==> config.mk <==
export PLATFORM = sky130hd
export DESIGN_NAME = pingpong_line_dma
export DESIGN_NICKNAME = d
export VERILOG_FILES = /design/src/rtl/pp_dma_pkg.sv /design/src/rtl/pp_seq_counters.sv /design/src/rtl/pp_irq_ctrl.sv /design/src/rtl/pingpong_line_dma.sv
export SDC_FILE = /design/constraint.sdc
export NUM_CORES = 1
export LEC_CHECK = 0
export BUFFER_PORTS_ARGS = -buffer_cell sky130_fd_sc_hd__buf_2
export CAP_MARGIN = 10
export CORE_AREA = 2 2 96 98
export DETAILED_ROUTE_END_ITERATION = 6
export DIE_AREA = 0 0 98 100
export GPL_ROUTABILITY_DRIVEN = 0
export PLACE_DENSITY = 0.91
export SYNTH_ARGS = -nofsm -noshare
export SYNTH_HDL_FRONTEND = slang
export SYNTH_SLANG_ARGS = --single-unit
==> constraint.sdc <==
create_clock -name clk -period 10.9 [get_ports clk]
set_clock_uncertainty 0.2 [all_clocks]
set_input_delay 0.545 -clock clk [delete_from_list [all_inputs] [get_ports clk]]
set_output_delay 0.545 -clock clk [all_outputs]
set_load 0.05 [all_outputs]
==> src/rtl/pp_dma_pkg.sv <==
package pp_dma_pkg;

  localparam int unsigned PP_BEAT_BYTES = 8;
  localparam int unsigned PP_MAX_LINE   = 4096;

  typedef enum logic [1:0] {
    PP_IDLE   = 2'd0,
    PP_RESYNC = 2'd1,
    PP_LINE   = 2'd2
  } pp_state_e;

  // byte offset of one beat inside a buffer
  function automatic logic [63:0] pp_beat_offset(input int unsigned line_idx,
                                                 input int unsigned beat_idx,
                                                 input int unsigned line_bytes);
    return 64'(line_idx) * 64'(line_bytes) + 64'(beat_idx) * 64'(PP_BEAT_BYTES);
  endfunction

  // line length in beats
  function automatic int unsigned pp_beats(input int unsigned line_bytes);
    return line_bytes / PP_BEAT_BYTES;
  endfunction

endpackage

==> src/rtl/pp_seq_counters.sv <==
module pp_seq_counters #(
  parameter int unsigned BEATS  = 470,
  parameter int unsigned LINES  = 16,
  parameter int unsigned BEAT_W = 9,
  parameter int unsigned LINE_W = 4
) (
  input  logic              clk,
  input  logic              rst_n,
  input  logic              clr,
  input  logic              step,
  output logic [BEAT_W-1:0] beat_o,
  output logic [LINE_W-1:0] line_o,
  output logic              buf_o,
  output logic              beat_first,
  output logic              beat_last,
  output logic [1:0]        done_o
);
  localparam logic [BEAT_W-1:0] BEAT_MAX = BEAT_W'(BEATS - 1);
  localparam logic [LINE_W-1:0] LINE_MAX = LINE_W'(LINES - 1);

  logic [BEAT_W-1:0] beat_q;
  logic [LINE_W-1:0] line_q;
  logic              buf_q;
  logic              line_last;

  assign beat_first = (beat_q == '0);
  assign beat_last  = (beat_q == BEAT_MAX);
  assign line_last  = (line_q == LINE_MAX);

  always_ff @(posedge clk or negedge rst_n) begin
    if (!rst_n) begin
      beat_q <= '0;
      line_q <= '0;
      buf_q  <= 1'b0;
    end else if (clr) begin
      beat_q <= '0;
      line_q <= '0;
      buf_q  <= 1'b0;
    end else if (step) begin
      if (beat_last) begin
        beat_q <= '0;
        if (line_last) begin
          line_q <= '0;
          buf_q  <= ~buf_q;
        end else begin
          line_q <= line_q + 1'b1;
        end
      end else begin
        beat_q <= beat_q + 1'b1;
      end
    end
  end

  always_comb begin
    done_o = 2'b00;
    if (step && beat_last && line_last) done_o[buf_q] = 1'b1;
  end

  assign beat_o = beat_q;
  assign line_o = line_q;
  assign buf_o  = buf_q;
endmodule

==> src/rtl/pp_irq_ctrl.sv <==
module pp_irq_ctrl (
  input  logic       clk,
  input  logic       rst_n,
  input  logic [1:0] set_i,
  input  logic [1:0] clr_i,
  input  logic [1:0] mask_i,
  output logic [1:0] stat_o,
  output logic [1:0] irq_o,
  output logic       rdy_valid_o,
  output logic       rdy_buf_o
);
  logic [1:0] stat_q;

  for (genvar b = 0; b < 2; b++) begin : g_bit
    always_ff @(posedge clk or negedge rst_n) begin
      if (!rst_n)          stat_q[b] <= 1'b0;
      else if (set_i[b])   stat_q[b] <= 1'b1;
      else if (clr_i[b])   stat_q[b] <= 1'b0;
    end
    assign irq_o[b] = stat_q[b] & mask_i[b];
  end

  assign stat_o      = stat_q;
  assign rdy_valid_o = |irq_o;
  assign rdy_buf_o   = ~irq_o[0] & irq_o[1];
endmodule

==> src/rtl/pingpong_line_dma.sv <==
module pingpong_line_dma
  import pp_dma_pkg::*;
#(
  parameter int unsigned ADDR_W        = 32,
  parameter int unsigned PKT_BYTES     = 188,
  parameter int unsigned PKTS_PER_LINE = 20,
  parameter int unsigned LINES_PER_BUF = 16,
  parameter logic [7:0]  SYNC_BYTE     = 8'h47
) (
  input  logic              clk,
  input  logic              rst_n,
  input  logic              run_en,
  input  logic [ADDR_W-1:0] base0,
  input  logic [ADDR_W-1:0] base1,
  input  logic              fifo_valid,
  input  logic [63:0]       fifo_data,
  output logic              fifo_rd,
  output logic              wr_valid,
  input  logic              wr_ready,
  output logic [ADDR_W-1:0] wr_addr,
  output logic [9:0]        wr_len,
  output logic [63:0]       wr_data,
  output logic              wr_sol,
  output logic              wr_eol,
  input  logic [1:0]        irq_mask,
  input  logic [1:0]        irq_clr,
  output logic              irq_buf0,
  output logic              irq_buf1,
  output logic              rdy_valid,
  output logic              rdy_buf
);
  localparam int unsigned LINE_BYTES = PKT_BYTES * PKTS_PER_LINE;
  localparam int unsigned BEATS      = pp_beats(LINE_BYTES);
  localparam int unsigned BEAT_W     = (BEATS > 1) ? $clog2(BEATS) : 1;
  localparam int unsigned LINE_W     = (LINES_PER_BUF > 1) ? $clog2(LINES_PER_BUF) : 1;

  if (LINE_BYTES == 0 || LINE_BYTES % PP_BEAT_BYTES != 0 || LINE_BYTES > PP_MAX_LINE
      || LINES_PER_BUF == 0) begin : g_bad_line
    $error("pingpong_line_dma: line length must be a nonzero multiple of 8 up to 4096");
  end

  pp_state_e         st_q, st_d;
  logic [BEAT_W-1:0] beat;
  logic [LINE_W-1:0] line;
  logic              buf_sel;
  logic              beat_first, beat_last;
  logic [1:0]        done_evt;
  logic [1:0]        stat;
  logic [1:0]        irq_vec;
  logic              head_sync, line_go, resync_pop, beat_fire;
  logic              in_idle, in_resync;
  logic [ADDR_W-1:0] buf_base;
  logic [63:0]       offs;

  assign in_idle    = (st_q == PP_IDLE);
  assign in_resync  = (st_q == PP_RESYNC);
  assign head_sync  = (fifo_data[7:0] == SYNC_BYTE);
  assign line_go    = (st_q == PP_LINE) && (run_en || !beat_first);
  assign resync_pop = in_resync && run_en && fifo_valid && !head_sync;
  assign wr_valid   = line_go && fifo_valid;
  assign beat_fire  = wr_valid && wr_ready;
  assign fifo_rd    = beat_fire || resync_pop;

  always_comb begin
    st_d = st_q;
    unique case (st_q)
      PP_IDLE:   if (run_en) st_d = PP_RESYNC;
      PP_RESYNC: begin
        if (!run_en)                      st_d = PP_IDLE;
        else if (fifo_valid && head_sync) st_d = PP_LINE;
      end
      PP_LINE:   if (beat_first && !run_en) st_d = PP_IDLE;
      default:   st_d = PP_IDLE;
    endcase
  end

  always_ff @(posedge clk or negedge rst_n) begin
    if (!rst_n) st_q <= PP_IDLE;
    else        st_q <= st_d;
  end

  pp_seq_counters #(
    .BEATS (BEATS),
    .LINES (LINES_PER_BUF),
    .BEAT_W(BEAT_W),
    .LINE_W(LINE_W)
  ) u_cnt (
    .clk       (clk),
    .rst_n     (rst_n),
    .clr       (in_idle),
    .step      (beat_fire),
    .beat_o    (beat),
    .line_o    (line),
    .buf_o     (buf_sel),
    .beat_first(beat_first),
    .beat_last (beat_last),
    .done_o    (done_evt)
  );

  pp_irq_ctrl u_irq (
    .clk        (clk),
    .rst_n      (rst_n),
    .set_i      (done_evt),
    .clr_i      (irq_clr),
    .mask_i     (irq_mask),
    .stat_o     (stat),
    .irq_o      (irq_vec),
    .rdy_valid_o(rdy_valid),
    .rdy_buf_o  (rdy_buf)
  );

  assign buf_base = buf_sel ? base1 : base0;
  assign offs     = pp_beat_offset(32'(line), 32'(beat), LINE_BYTES);
  assign wr_addr  = buf_base + offs[ADDR_W-1:0];
  assign wr_len   = 10'(BEATS);
  assign wr_data  = fifo_data;
  assign wr_sol   = beat_first;
  assign wr_eol   = beat_last;
  assign irq_buf0 = irq_vec[0];
  assign irq_buf1 = irq_vec[1];
endmodule

# Yosys cells after proc, flatten, opt, wreduce, memory -nomap -nowiden
# Cells that the tools add are included.
[classes]
add_sub_neg = 4
mul = 1
n_lt_le_gt_ge = 2
eq_ne = 8
mux = 24
n_bitwise = 5
reduce_logical = 27
[op_table]
columns = ["cell", "n"]
rows = [
  ["adder 32 x 17 -> 32 bit", 1],
  ["two-way mux 32 bit", 1],
  ["two-way mux 9 bit", 3],
  ["adder 16 x 12 -> 17 bit", 1],
  ["two-way mux 4 bit", 4],
  ["multiplier 4 x 8 -> 12 bit, second input constant", 1],
  ["logical AND 1 bit", 11],
  ["two-way mux 2 bit", 5],
  ["nonzero test 2 bit", 5],
  ["adder 9 x 1 -> 9 bit, second input constant", 1],
  ["equality test 9 bit, second input constant", 1],
  ["logical NOT 9 bit", 1],
  ["two-way mux 1 bit", 9],
  ["equality test 8 x 7 -> 1 bit, second input constant", 1],
  ["case mux 2 bit (3 select lines)", 1],
  ["AND reduction 3 bit", 2],
  ["adder 4 x 1 -> 4 bit, second input constant", 1],
  ["equality test 4 bit, second input constant", 1],
  ["AND 1 bit", 3],
  ["logical NOT 1 bit", 3],
  ["inequality test 3 x 2 -> 1 bit, second input constant", 1],
  ["equality test 2 x 1 -> 1 bit, second input constant", 1],
  ["equality test 2 bit, second input constant", 1],
  ["logical NOT 2 bit", 1],
  ["9 further kinds", 11],
]
[totals]
ff_bits = 18
inputBits = 137
output_inout_bits = 114
elab_cells = 77

# Logic depth before layout (Yosys ltp)
[logic_depth]
depth_word = 10
ltp_mapped = 20
depth_no_buf = 19

# Cells and area by module
# Synthesis repeated with hierarchy kept, for this count alone.
[unflattened]
cells_unflattened = 496
area_unflattened_um2 = 3993.8
[by_module_without_submodules]
columns = ["mod", "instances", "cells_each", "area_each_um2", "seq_area_each_um2"]
rows = [
  ["pingpong_line_dma", 1, 391, 3037.9, 50.0],
  ["pp_seq_counters", 1, 94, 848.3, 350.3],
  ["pp_irq_ctrl", 1, 11, 107.6, 50.0],
]

# Worst setup path before layout
# No wires, ideal clock.
[synth_timing]
path_type = "register -> output"
from = "register u_cnt.line_q[2] (netlist: u_cnt.line_o[2])"
to = "output wr_addr[17]"
arrival_time_ps = 5194
required_ps = 10155
setup_slack_ps = 4961
path_stages_with_launch = 19
path_buffers = 0
path_cell_list = "dfrtp_1 -> inv_1 -> ha_1 -> inv_1 -> fa_1 -> ha_1 -> a21o_1 -> a21oi_1 -> nor2_1 -> o21a_1 -> o41a_1 -> xor2_1 -> ha_1 -> ha_1 -> a21oi_1 -> and2_1 -> a221oi_1 -> nor4_1 -> a311oi_1"
[synth_via]
elab_chain_len = 3
[synth_rtl]
columns = ["item", "line", "source"]
rows = [
  ["start: declaration", "pp_seq_counters.sv:22", "logic [LINE_W-1:0] line_q;"],
  ["start signal: assignment", "pp_seq_counters.sv:46", "line_q <= line_q + 1'b1;"],
  ["multiplier 4 x 8 -> 12 bit", "pp_dma_pkg.sv:16", "return 64'(line_idx) * 64'(line_bytes) + 64'(beat_idx) * 64'(PP_BEAT_BYTES);"],
  ["adder 16 x 12 -> 17 bit", "pp_dma_pkg.sv:16", ""],
  ["adder 32 x 17 -> 32 bit", "pingpong_line_dma.sv:114", "assign wr_addr = buf_base + offs[ADDR_W-1:0];"],
  ["end: declaration", "pingpong_line_dma.sv:20", "output logic [ADDR_W-1:0] wr_addr,"],
]
# Every way passes these cells.

# Worst setup path after layout
[layout_timing]
from = "register u_cnt.line_q[2] (netlist: u_cnt.line_o[2])"
to = "output wr_addr[23]"
# Same word-level chain as after synthesis.

==> impl_metrics.ini <==
[run_status]
status = finished clean

[logic_synthesis]
synth_ff_type = dfrtp_1
synth-compound-area-share_pct = 16.8
synthCells = 477
synth_seq_cells = 18
ys_async_sr_fraction_pct = 100
synth-edff-count = 0
yosysWarnings = 0
synth_xor_area_share_pct = 8.57
synth_top_family_by_area = buffers and inverters
synth_cell_types = 58
seq_area_frac_synth_pct = 11.6
synth_fa_ha_area_share_pct = 19.7
muxShareOfSynthArea_pct = 7.93
synth_simple_gate_area_share_pct = 15.1
syn_area_um2 = 3880
avgSynthCellArea_um2 = 8.14

[die]
start_util_pct = 43.7
die_w_um = 98
ioPinCount = 251
num_rows = 35
die_area_um2 = 9800
core_area_um2 = 8890
die_h_um = 100

[worst_setup_path]
worst_setup_path_end_kind = primary output
ff2ff_path_depth = 8
slowest_stage = dfrtp_1
crit_top_cell = ha_1
path_class = flip-flop to primary output
reg2reg_to = u_cnt.line_o[2]
r2r_slack_ps = 8380
worst-path-buf-inv = 3
cp_max_fo = 8
path_cells = inv_1 > ha_1 > inv_1 > fa_1 > ha_1 > a21o_1 > a21oi_1 > nor2_1 > o21a_1 > o41a_1 > xor2_1 > ha_1 > ha_1 > a21oi_1 > nand3_1 > o211ai_1 > a21oi_1 > nand3_1 > xnor2_1 > buf_2
r2r_start = u_cnt.beat_o[1]
start_kind = flip-flop
max_stage_delay_ps = 500
cp_data_arrival_time_ps = 5380
required_ps = 10160
critPathTopFamily = compound AO/OA/AOI/OAI gates

[routing]
wl_mm = 9.58
wl_per_cell_um = 14.9
drtIter0Drc = 93
vias = 3558
firstDrtPassIters = 4
ant_nets = 0
vias_per_cell = 5.52
route.detailed.drc = 0

[global_route]
track_usage_pct = 18.7
grt_max_degree = 49
antenna_found_initial = 0
grt_first_pass_wirelength_mm = 15.5
grt_overflow = 0
grt_pass1_vias = 3504

[layout]
final_common_cell = buf_2
layout.nets = 726
diodes = 0
drive_gt1_share_pct = 29.4
area_growth_pct = 6.83
post-route-util_pct = 46.7
num-fill-cells = 884
final_cell_mix = 128 x buf_2, 42 x inv_1, 42 x ha_1
fin_cells = 645

[timing]
tightest_slew_ps = 918
drv_slew = 0
max_freq_mhz = 163
fin_crit_sh_pct = 56.2
setup_viol = 0
slew-limit-headroom_pct = 38.6
period_needed_ps = 6130
rsz0062_at_grt = false
post-route-worst-setup-slack_ps = 4770
timing.setup.tns_ps = 0
final-hold-violation-count = 0

[place]
portBuffers = 128
hpwl_mm = 8.21
place_inst = 641
dp_slack_ps = 5060

[clocking]
cts.sink_count = 18
cts_max_level = 1
numCtsBuffers = 3
hold_buffers = 0
cts_tree = done
clkTransAtPathRegs_ps = 70
ctsRootBufferMaster = clkbuf_8
clock_path_buffers = 2
clkLatencyLatePin_ps = 260
postCtsSetupRepairBufs = 0
ctsResizeCount = 0

[pwr]
combPwrFrac_pct = 41.8
switching_share_pct = 40.3
peakVddDrop_uv = 63.9
p_leak_nw = 2.07
clockPowerShare_pct = 26.3
p_int_mw = 0.126
p_seq_share_pct = 31.8
p_switching_mw = 0.0852
p_per_area_nw_per_um2 = 50.9

[min_path]
hp-class = primary input to async pin

[flow_run]
max_cap_violations = 0
-- worst register-to-register path: stages, from the launching register on --
cell     delay, ps
dfrtp_1        450
inv_1          130
ha_1           160
nor4b_1        590
a31o_2         420
nor2_1         100
nand2_1        100
mux2i_1        180
nor2_1          50
-- synth_stat cells (7+ instances only) --
cell type  instances  area, um^2
o21ai_0           12        60.1
nand3_1           16        80.1
buf_4             74         556
nand4_1            7        43.8
ha_1              42         526
mux2i_1           15         150
a21oi_1           25         125
xor2_1            15         131
nand2_1           23        86.3
a21o_1             7        52.6
inv_1             42         158
a211oi_1          11        82.6
mux2_2            14         158
xnor2_1           23         201
nor3_1             8        40.0
fa_1              12         240
nor2_1            22        82.6
dfrtp_1           18         450
-- worst max-delay path by stage --
stage | cells after the start | slack [ps] | start | end
global route | 20 | 4380 | u_cnt.line_o[2] | wr_addr[23]
finish | 20 | 4770 | u_cnt.line_o[2] | wr_addr[23]
floorplan | 18 | 4960 | u_cnt.line_o[2] | wr_addr[17]
CTS | 19 | 4770 | u_cnt.line_o[2] | wr_addr[22]
global placement | 19 | 5230 | u_cnt.line_o[2] | wr_addr[30]
detailed placement | 19 | 5060 | u_cnt.line_o[2] | wr_addr[22]
-- flip-flops by register name (all words and copies together), names as in the netlist --
| name | count |
|---|---|
| u_cnt.buf_o | 1 |
| u_cnt.beat_o | 9 |
| u_irq.stat_o | 2 |
| st_q | 2 |
| u_cnt.line_o | 4 |
-- power groups by stage --
stage                     clock, mW  sequential [mW]  combinational, mW
final                        0.0556           0.0673             0.0884
after global placement            0           0.0685             0.0869
after CTS                    0.0561           0.0673             0.0888
after floorplan                   0           0.0685              0.119
after detailed placement          0           0.0685             0.0886
after global routing         0.0601           0.0672             0.0940
-- kinds of logic after synthesis --
family	Yosys count
other cells	2
buf+inv	127
mux	29
xor+xnor	38
fa+ha+maj	54
compound gates	96
simple gates	113
flops	18
-- per-stage QoR --
step	hold slack (ps)	instance area (um^2)	total power, mW
floorplan	49.4	3910	0.187
global placement	261	4090	0.155
detailed placement	302	4090	0.157
CTS	18.9	4150	0.212
global route	37.0	4150	0.221
finish	1.89	4150	0.211
-- final cells by class --
type | count | area (um^2) | share of cell area (%)
clock buffers | 4 | 55.1 | 1.33
inverters | 43 | 174 | 4.19
multi-input cells | 340 | 2680 | 64.6
flip-flops and latches | 18 | 452 | 10.9
well taps | 111 | 139 | 3.35
repair buffers | 129 | 648 | 15.6
-- layer usage --
metal	up-vias	share of wire, %	GRT usage, %
met5	-	0	0
met4	0	2.6	6.84
met3	25	7.4	2.37
met2	192	51	35.8
met1	1641	39	21.2
li1	1700	-	-
(Power assumes the default switching activity.)
